File: config.mk
export PLATFORM = sky130hd
export DESIGN_NAME = perf_mon_unit
export DESIGN_NICKNAME = d
export VERILOG_FILES = /design/src/rtl/pmu_pkg.sv /design/src/rtl/pmu_counter.sv /design/src/rtl/pmu_access_guard.sv /design/src/rtl/perf_mon_unit.sv
export SDC_FILE = /design/constraint.sdc
export NUM_CORES = 1
export LEC_CHECK = 0
export BUFFER_PORTS_ARGS = -buffer_cell sky130_fd_sc_hd__clkbuf_2
export CAP_MARGIN = 20
export CORE_ASPECT_RATIO = 0.8
export CORE_MARGIN = 4
export CORE_UTILIZATION = 39
export CTS_BUF_LIST = sky130_fd_sc_hd__clkbuf_2 sky130_fd_sc_hd__clkbuf_4 sky130_fd_sc_hd__clkbuf_8
export CTS_CLUSTER_SIZE = 28
export DETAILED_ROUTE_END_ITERATION = 8
export PLACE_DENSITY = 0.57
export RECOVER_POWER = 25
export SLEW_MARGIN = 20
export SYNTH_ARGS = -nofsm -noshare
export SYNTH_HDL_FRONTEND = slang
export SYNTH_SLANG_ARGS = --single-unit
export TNS_END_PERCENT = 50
File: constraint.sdc
create_clock -name clk -period 2.2 [get_ports clk]
set_input_delay 0.22 -clock clk [delete_from_list [all_inputs] [get_ports clk]]
set_output_delay 0.22 -clock clk [all_outputs]
set_load 0.01 [all_outputs]
File: src/rtl/pmu_pkg.sv
package pmu_pkg;

  localparam int BUS_W   = 32;
  localparam int ADDR_W  = 4;
  localparam int CYC_BIT = 31;

  typedef enum logic [ADDR_W-1:0] {
    REG_CTRL   = 4'h0,
    REG_ENSET  = 4'h1,
    REG_ENCLR  = 4'h2,
    REG_SELECT = 4'h3,
    REG_EVTYPE = 4'h4,
    REG_EVCNT  = 4'h5,
    REG_CYCCNT = 4'h6,
    REG_USRACC = 4'h7
  } pmu_reg_e;

  localparam int CTRL_EN_BIT   = 0;
  localparam int CTRL_EVCLR_BIT = 1;
  localparam int CTRL_CYCLR_BIT = 2;

endpackage

File: src/rtl/pmu_counter.sv
module pmu_counter #(
  parameter int W = 32
) (
  input  logic         clk,
  input  logic         rst_n,
  input  logic         clr,
  input  logic         ld,
  input  logic [W-1:0] ld_val,
  input  logic         inc,
  output logic [W-1:0] cnt
);

  function automatic logic [W-1:0] bump(input logic [W-1:0] v);
    return v + W'(1);
  endfunction

  always_ff @(posedge clk or negedge rst_n) begin
    if (!rst_n)      cnt <= '0;
    else if (clr)    cnt <= '0;
    else if (ld)     cnt <= ld_val;
    else if (inc)    cnt <= bump(cnt);
  end

  assert_clear_R3: assert property (@(posedge clk) disable iff (!rst_n)
    clr |=> cnt == '0);

  assert_step_R7: assert property (@(posedge clk) disable iff (!rst_n)
    (inc && !clr && !ld) |=> cnt == $past(cnt) + W'(1));

  assert_hold_R2: assert property (@(posedge clk) disable iff (!rst_n)
    (!inc && !clr && !ld) |=> $stable(cnt));

endmodule

File: src/rtl/pmu_access_guard.sv
module pmu_access_guard #(
  parameter int              AW        = 4,
  parameter logic [AW-1:0]   PROT_ADDR = '0
) (
  input  logic          clk,
  input  logic          rst_n,
  input  logic          acc,
  input  logic          priv,
  input  logic          user_en,
  input  logic [AW-1:0] addr,
  output logic          allow,
  output logic          err
);

  logic deny;

  assign deny  = acc && !priv && (!user_en || addr == PROT_ADDR);
  assign allow = acc && !deny;

  always_ff @(posedge clk or negedge rst_n) begin
    if (!rst_n) err <= 1'b0;
    else        err <= deny;
  end

  assert_err_pulse_R11: assert property (@(posedge clk) disable iff (!rst_n)
    (acc && !priv && !user_en) |=> err);

  assert_err_quiet_R11: assert property (@(posedge clk) disable iff (!rst_n)
    (!acc || priv) |=> !err);

endmodule

File: src/rtl/perf_mon_unit.sv
module perf_mon_unit
  import pmu_pkg::*;
#(
  parameter int NUM_CNT = 4,
  parameter int NUM_EVT = 16,
  parameter int CNT_W   = 32,
  parameter int SEL_W   = 5,
  parameter int ET_W    = 8
) (
  input  logic              clk,
  input  logic              rst_n,
  input  logic [ADDR_W-1:0] bus_addr,
  input  logic              bus_wr,
  input  logic              bus_rd,
  input  logic [BUS_W-1:0]  bus_wdata,
  input  logic              bus_priv,
  output logic [BUS_W-1:0]  bus_rdata,
  output logic              bus_err,
  input  logic [NUM_EVT-1:0] evt_in,
  input  logic              dbg_en,
  input  logic              nidbg_en
);

  localparam int IDX_W = (NUM_CNT > 1) ? $clog2(NUM_CNT) : 1;

  function automatic logic evt_valid(input logic [ET_W-1:0] n);
    return 32'(n) < NUM_EVT;
  endfunction

  function automatic logic evt_hit(input logic [NUM_EVT-1:0] v,
                                   input logic [ET_W-1:0] n);
    logic h;
    h = 1'b0;
    for (int k = 0; k < NUM_EVT; k++)
      if (32'(n) == k) h = v[k];
    return h;
  endfunction

  function automatic logic sel_valid(input logic [SEL_W-1:0] s);
    return 32'(s) < NUM_CNT;
  endfunction

  // programmed state
  logic                glb_en;
  logic                cyc_en;
  logic [NUM_CNT-1:0]  evt_en;
  logic [SEL_W-1:0]    sel;
  logic [ET_W-1:0]     evtype [NUM_CNT];
  logic                user_en;

  // named internal events
  logic                acc_allow;
  logic                wr_ok;
  logic                sel_ok;
  logic [IDX_W-1:0]    sel_idx;
  logic                count_gate;
  logic                cyc_inc;
  logic [NUM_CNT-1:0]  evt_inc;
  logic [NUM_CNT-1:0]  evt_ld;
  logic                evt_clr;
  logic                cyc_clr;
  logic                cyc_ld;
  logic [CNT_W-1:0]    cyc_cnt;
  logic [CNT_W-1:0]    evt_cnt [NUM_CNT];

  pmu_access_guard #(
    .AW        (ADDR_W),
    .PROT_ADDR (REG_USRACC)
  ) u_guard (
    .clk     (clk),
    .rst_n   (rst_n),
    .acc     (bus_wr || bus_rd),
    .priv    (bus_priv),
    .user_en (user_en),
    .addr    (bus_addr),
    .allow   (acc_allow),
    .err     (bus_err)
  );

  assign wr_ok      = bus_wr && acc_allow;
  assign sel_ok     = sel_valid(sel);
  assign sel_idx    = sel[IDX_W-1:0];
  assign count_gate = glb_en && (dbg_en || nidbg_en);
  assign cyc_inc    = glb_en && cyc_en;
  assign evt_clr    = wr_ok && bus_addr == REG_CTRL && bus_wdata[CTRL_EVCLR_BIT];
  assign cyc_clr    = wr_ok && bus_addr == REG_CTRL && bus_wdata[CTRL_CYCLR_BIT];
  assign cyc_ld     = wr_ok && bus_addr == REG_CYCCNT;

  always_ff @(posedge clk or negedge rst_n) begin
    if (!rst_n) begin
      glb_en  <= 1'b0;
      cyc_en  <= 1'b0;
      evt_en  <= '0;
      sel     <= '0;
      user_en <= 1'b0;
    end else if (wr_ok) begin
      case (bus_addr)
        REG_CTRL:   glb_en  <= bus_wdata[CTRL_EN_BIT];
        REG_ENSET: begin
          cyc_en <= cyc_en | bus_wdata[CYC_BIT];
          evt_en <= evt_en | bus_wdata[NUM_CNT-1:0];
        end
        REG_ENCLR: begin
          cyc_en <= cyc_en & ~bus_wdata[CYC_BIT];
          evt_en <= evt_en & ~bus_wdata[NUM_CNT-1:0];
        end
        REG_SELECT: sel     <= bus_wdata[SEL_W-1:0];
        REG_USRACC: user_en <= bus_wdata[0];
        default: ;
      endcase
    end
  end

  for (genvar g = 0; g < NUM_CNT; g++) begin : g_evt
    always_ff @(posedge clk or negedge rst_n) begin
      if (!rst_n)
        evtype[g] <= '0;
      else if (wr_ok && bus_addr == REG_EVTYPE && sel_ok && sel_idx == IDX_W'(g))
        evtype[g] <= bus_wdata[ET_W-1:0];
    end

    assign evt_inc[g] = count_gate && evt_en[g] && evt_hit(evt_in, evtype[g]);
    assign evt_ld[g]  = wr_ok && bus_addr == REG_EVCNT && sel_ok && sel_idx == IDX_W'(g);

    pmu_counter #(.W(CNT_W)) u_cnt (
      .clk    (clk),
      .rst_n  (rst_n),
      .clr    (evt_clr),
      .ld     (evt_ld[g]),
      .ld_val (bus_wdata[CNT_W-1:0]),
      .inc    (evt_inc[g]),
      .cnt    (evt_cnt[g])
    );

    assert_bad_event_R9: assert property (@(posedge clk) disable iff (!rst_n)
      !evt_valid(evtype[g]) |-> !evt_inc[g]);
  end

  pmu_counter #(.W(CNT_W)) u_cyc (
    .clk    (clk),
    .rst_n  (rst_n),
    .clr    (cyc_clr),
    .ld     (cyc_ld),
    .ld_val (bus_wdata[CNT_W-1:0]),
    .inc    (cyc_inc),
    .cnt    (cyc_cnt)
  );

  always_comb begin
    bus_rdata = '0;
    if (bus_rd && acc_allow) begin
      case (bus_addr)
        REG_CTRL:   bus_rdata[CTRL_EN_BIT] = glb_en;
        REG_ENSET, REG_ENCLR: begin
          bus_rdata[CYC_BIT]       = cyc_en;
          bus_rdata[NUM_CNT-1:0]   = evt_en;
        end
        REG_SELECT: bus_rdata[SEL_W-1:0] = sel;
        REG_EVTYPE: if (sel_ok) bus_rdata[ET_W-1:0]  = evtype[sel_idx];
        REG_EVCNT:  if (sel_ok) bus_rdata[CNT_W-1:0] = evt_cnt[sel_idx];
        REG_CYCCNT: bus_rdata[CNT_W-1:0] = cyc_cnt;
        REG_USRACC: bus_rdata[0] = user_en;
        default: ;
      endcase
    end
  end

  assert_off_R2: assert property (@(posedge clk) disable iff (!rst_n)
    !glb_en |-> (evt_inc == '0 && !cyc_inc));

  assert_gate_R8: assert property (@(posedge clk) disable iff (!rst_n)
    !(dbg_en || nidbg_en) |-> evt_inc == '0);

  assert_deny_read_R11: assert property (@(posedge clk) disable iff (!rst_n)
    (bus_rd && !bus_priv && !user_en) |-> bus_rdata == '0);

  assert_user_reg_R10: assert property (@(posedge clk) disable iff (!rst_n)
    (bus_wr && !bus_priv && bus_addr == REG_USRACC) |=> $stable(user_en));

  assert_one_strobe_R6: assert property (@(posedge clk) disable iff (!rst_n)
    !(bus_wr && bus_rd));

endmodule

==> metrics.csv <==
stage,metric,value,unit
global_route,grt_overflow,0,
setup_path,critPathKind,register to output port,
drt,post_drt_wl_per_cell,25.3,um
clocking,clk_pin_slew,0.07,ns
clocking,worstSkewPairLatency,0.58,ns
final_layout,syn2layout_area_growth,41.0,%
clocking,cts_buffers,39,
synth,async_flop_share,100,%
power,ir_drop,534,uV
timing,fmax,371,MHz
worst_hold_path,min_path_type,primary input to register,
timing,worst_slew_pin_slew,1.78,ns
clocking,clockRootBuffer,clkbuf_8,
synth,synthTopCellsByArea,"dfrtp_1, mux4_2, xnor2_1",
die,die_w,223,um
drt,drc,0,
setup_path,endpoint_kind,output port,
drt,drt_iter0_markers,1711,
synth,ys.flop_type,dfrtp_1,
drt,drtAntennaViolNets,0,
synth,synth_edf_count,0,
placed_design,hpwl,40900,um
timing,drv_slew,57,
timing,fin_crit_sh,123,%
drt,vias,14969,
die,ios,92,
run_status,outcome,"complete, but fails checks",
placed_design,post-place-ws,-0.234,ns
die,row_count,62,
final_layout,drive_above_1_share,39.6,%
timing,period_minus_slack,2.70,ns
setup_path,crit_required,1.98,ns
run_status,violations,"max-capacitance violations, max-slew violations, negative setup slack",
final_layout,layout.nets,1938,
timing,final.setup.worst_slack,-0.499,ns
final_layout,utilization,56.3,%
clocking,cts_sinks,205,
clocking,ctsHtreeMaxLevel,2,
synth,synth_top_area_cell,dfrtp_1,
die,dieHeight,180,um
clocking,cts_tree,built,
clocking,cts_buffer_depth,3,
global_route,first_global_vias,14326,
timing,hold_viol_final,0,
drt,vias_per_cell,6.28,
timing,setup_viol,141,
synth,synthesis.nets,1623,
global_route,grt_pass1_wl,89100,um
final_layout,n_antenna_cell,0,
power,powerDensity,710,nW/um2
run,drv_cap,1,
synth,netlist_instances,1559,
global_route,antenna_found_initial,0,
synth,netlist.area_leader.share,35.5,%
synth,synth_area,14500,um2
setup_path,cp_max_fo,6,
synth,ys_types,79,
drt,dr.pass1.iters,6,
synth,synth-seq-cells,205,
placed_design,portBuffers,91,
power,leakage,0.00811,uW
placed_design,gp_congestion,0.974,
die,initial_core_util,39.9,%
die,core,36200,um2
timing,rsz0062_at_grt,yes,
global_route,grt_max_degree,79,
global_route,grt_use_total,28.4,%
drt,wirelength,60400,um
timing,clock_skew,0.0221,ns
setup_path,worstPathArrival,2.48,ns
setup_path,start_kind,register,
timing,slew_headroom,-18.7,%
die,die_area,40300,um2
synth,ys.warnings.count,0,
synth,ys_seq_area_share,35.5,%
synth,post_synth.cell_area_avg,9.28,um2
==> power by group <==
| group | switching, uW | internal [uW] | total, uW |
|---|---|---|---|
| combinational | 2460 | 2240 | 4700 |
| sequential | 800 | 4390 | 5190 |
| clock | 1880 | 2710 | 4590 |
| total | 5130 | 9350 | 14500 |
==> synth_stat cells, drive strengths merged (4+ instances only) <==
cell type,n
nand4,44
mux4,47
nand2,116
o211ai,19
buf,37
nand2b,17
nor2,86
a22oi,30
a222oi,5
and4,11
a211oi,44
nor4,14
o21a,4
and2,14
a2111oi,30
mux2i,22
a21oi,115
a31o,4
or2,6
clkbuf,95
o211a,7
and3,38
or4,13
inv,33
dfrtp,205
o2111ai,28
nand3,76
a32oi,5
nand4b,4
xor2,37
o21ai,123
nor3,28
a31oi,10
or3,9
xnor2,88
a22o,11
ha,5
mux2,48
==> cells by family (layout without fill, tap and decap cells) <==
group | count (synthesis) | after routing | share of synthesized area, %
and+or+nand+nor | 489 | 489 | 17.6
muxes | 117 | 117 | 12.6
adders and majority gates | 5 | 5 | 0.433
buffers and inverters | 165 | 510 | 4.66
DFF | 205 | 205 | 35.5
AOI/OAI and AO/OA | 453 | 454 | 21.7
xor gates and xnor gates | 125 | 125 | 7.57
==> stage by stage <==
step | TNS, ns | total power (uW) | hold WS [ns] | area, um2 | instances
after detailed placement | -5.37 | 9060 | 0.217 | 17100 | 2226
after global placement | -3.73 | 8980 | 0.210 | 17100 | 2226
final | -21.55 | 14500 | 0.0423 | 20400 | 2385
after global routing | -33.63 | 15100 | 0.0165 | 20400 | 2385
after CTS | -18.74 | 14000 | 0.000979 | 19400 | 2349
after floorplan | -0.0512 | 7240 | -0.0756 | 14500 | 1559
==> path summary, 6_finish.rpt <==
| path | cells after the start | start | slack (ns) | to |
|---|---|---|---|---|
| hold / removal | 3 | bus_wdata[12] | 0.04 | g_evt[2].u_cnt.cnt[12]$_DFFE_PN0P_ |
| max in group asynchronous | 3 | rst_n | 0.17 | g_evt[2].u_cnt.cnt[15]$_DFFE_PN0P_ |
| setup reg to reg | 13 | sel[3]$_DFFE_PN0P_ | -0.19 | g_evt[2].u_cnt.cnt[26]$_DFFE_PN0P_ |
| setup / recovery | 11 | sel[4]$_DFFE_PN0P_ | -0.50 | bus_rdata[20] |
| hold reg to reg | 1 | evtype[20]$_DFFE_PN0P_ | 0.54 | evtype[20]$_DFFE_PN0P_ |
| min in group asynchronous | 2 | rst_n | 0.65 | u_cyc.cnt[10]$_DFFE_PN0P_ |
==> placed cells by master, fill, tap and decap left out, types with 13 or more instances in the layout <==
| master | n |
|---|---|
| buf_4 | 211 |
| dfrtp_1 | 197 |
| nand2_1 | 110 |
| a21oi_1 | 104 |
| xnor2_1 | 88 |
| o21ai_0 | 86 |
| nor2_1 | 83 |
| clkbuf_2 | 62 |
| nand3_1 | 61 |
| clkbuf_8 | 52 |
| mux4_2 | 46 |
| nand4_1 | 44 |
| mux2_2 | 42 |
| xor2_1 | 37 |
| buf_6 | 37 |
| and3_1 | 36 |
| buf_12 | 36 |
| inv_1 | 33 |
| a211oi_1 | 32 |
| o21ai_1 | 29 |
| buf_2 | 29 |
| mux2i_1 | 22 |
| nor3_1 | 21 |
| a2111oi_4 | 18 |
| o211ai_1 | 17 |
| a22oi_1 | 15 |
| a22oi_2 | 15 |
| o2111ai_2 | 15 |
| nand3_2 | 15 |
| nand2b_1 | 13 |
| and2_1 | 13 |
==> layer usage <==
layer  wire length, um  vias up  track usage, %
li1                  -     6551               -
met5                 0        -               0
met2             25800      825            41.4
met1             26200     7474            41.9
met3              6790      119            8.14
met4              1620        0            6.58
==> sequential cells by signal, indices dropped and copies added, names as in the netlist, named ones only <==
| name | count |
|---|---|
| glb_en | 1 |
| user_en | 1 |
| sel | 5 |
| u_guard.err | 1 |
| evtype | 32 |
| g_evt.u_cnt.cnt | 128 |
| u_cyc.cnt | 32 |
==> final cells by class <==
class | instances | area, um2
multi-input combinational | 1190 | 9820
fill | 3079 | 15800
timing repair buffer | 405 | 3770
clock inverter | 13 | 173
tap | 480 | 601
clock buffer | 59 | 768
sequential | 205 | 5140
inverter | 33 | 124
==> worst max-delay path, stage by stage (launching register included) <==
cell	delay, ns
dfrtp_1	0.38
or3_4	0.41
buf_6	0.13
nor3_4	0.11
buf_6	0.14
buf_8	0.10
buf_12	0.09
buf_12	0.11
buf_16	0.12
a22oi_1	0.08
nor2_1	0.10
buf_2	0.14
==> repair_timing <==
item,in CTS,in global routing
gates cloned,12,4
pin swaps,63,67
resized for setup,153,177
endpoints found under the setup margin,127,179
hold buffers,7,0
buffers inserted,33,33
hold endpoints to repair,59,0
Note: power is estimated with default switching activity, not from simulation.
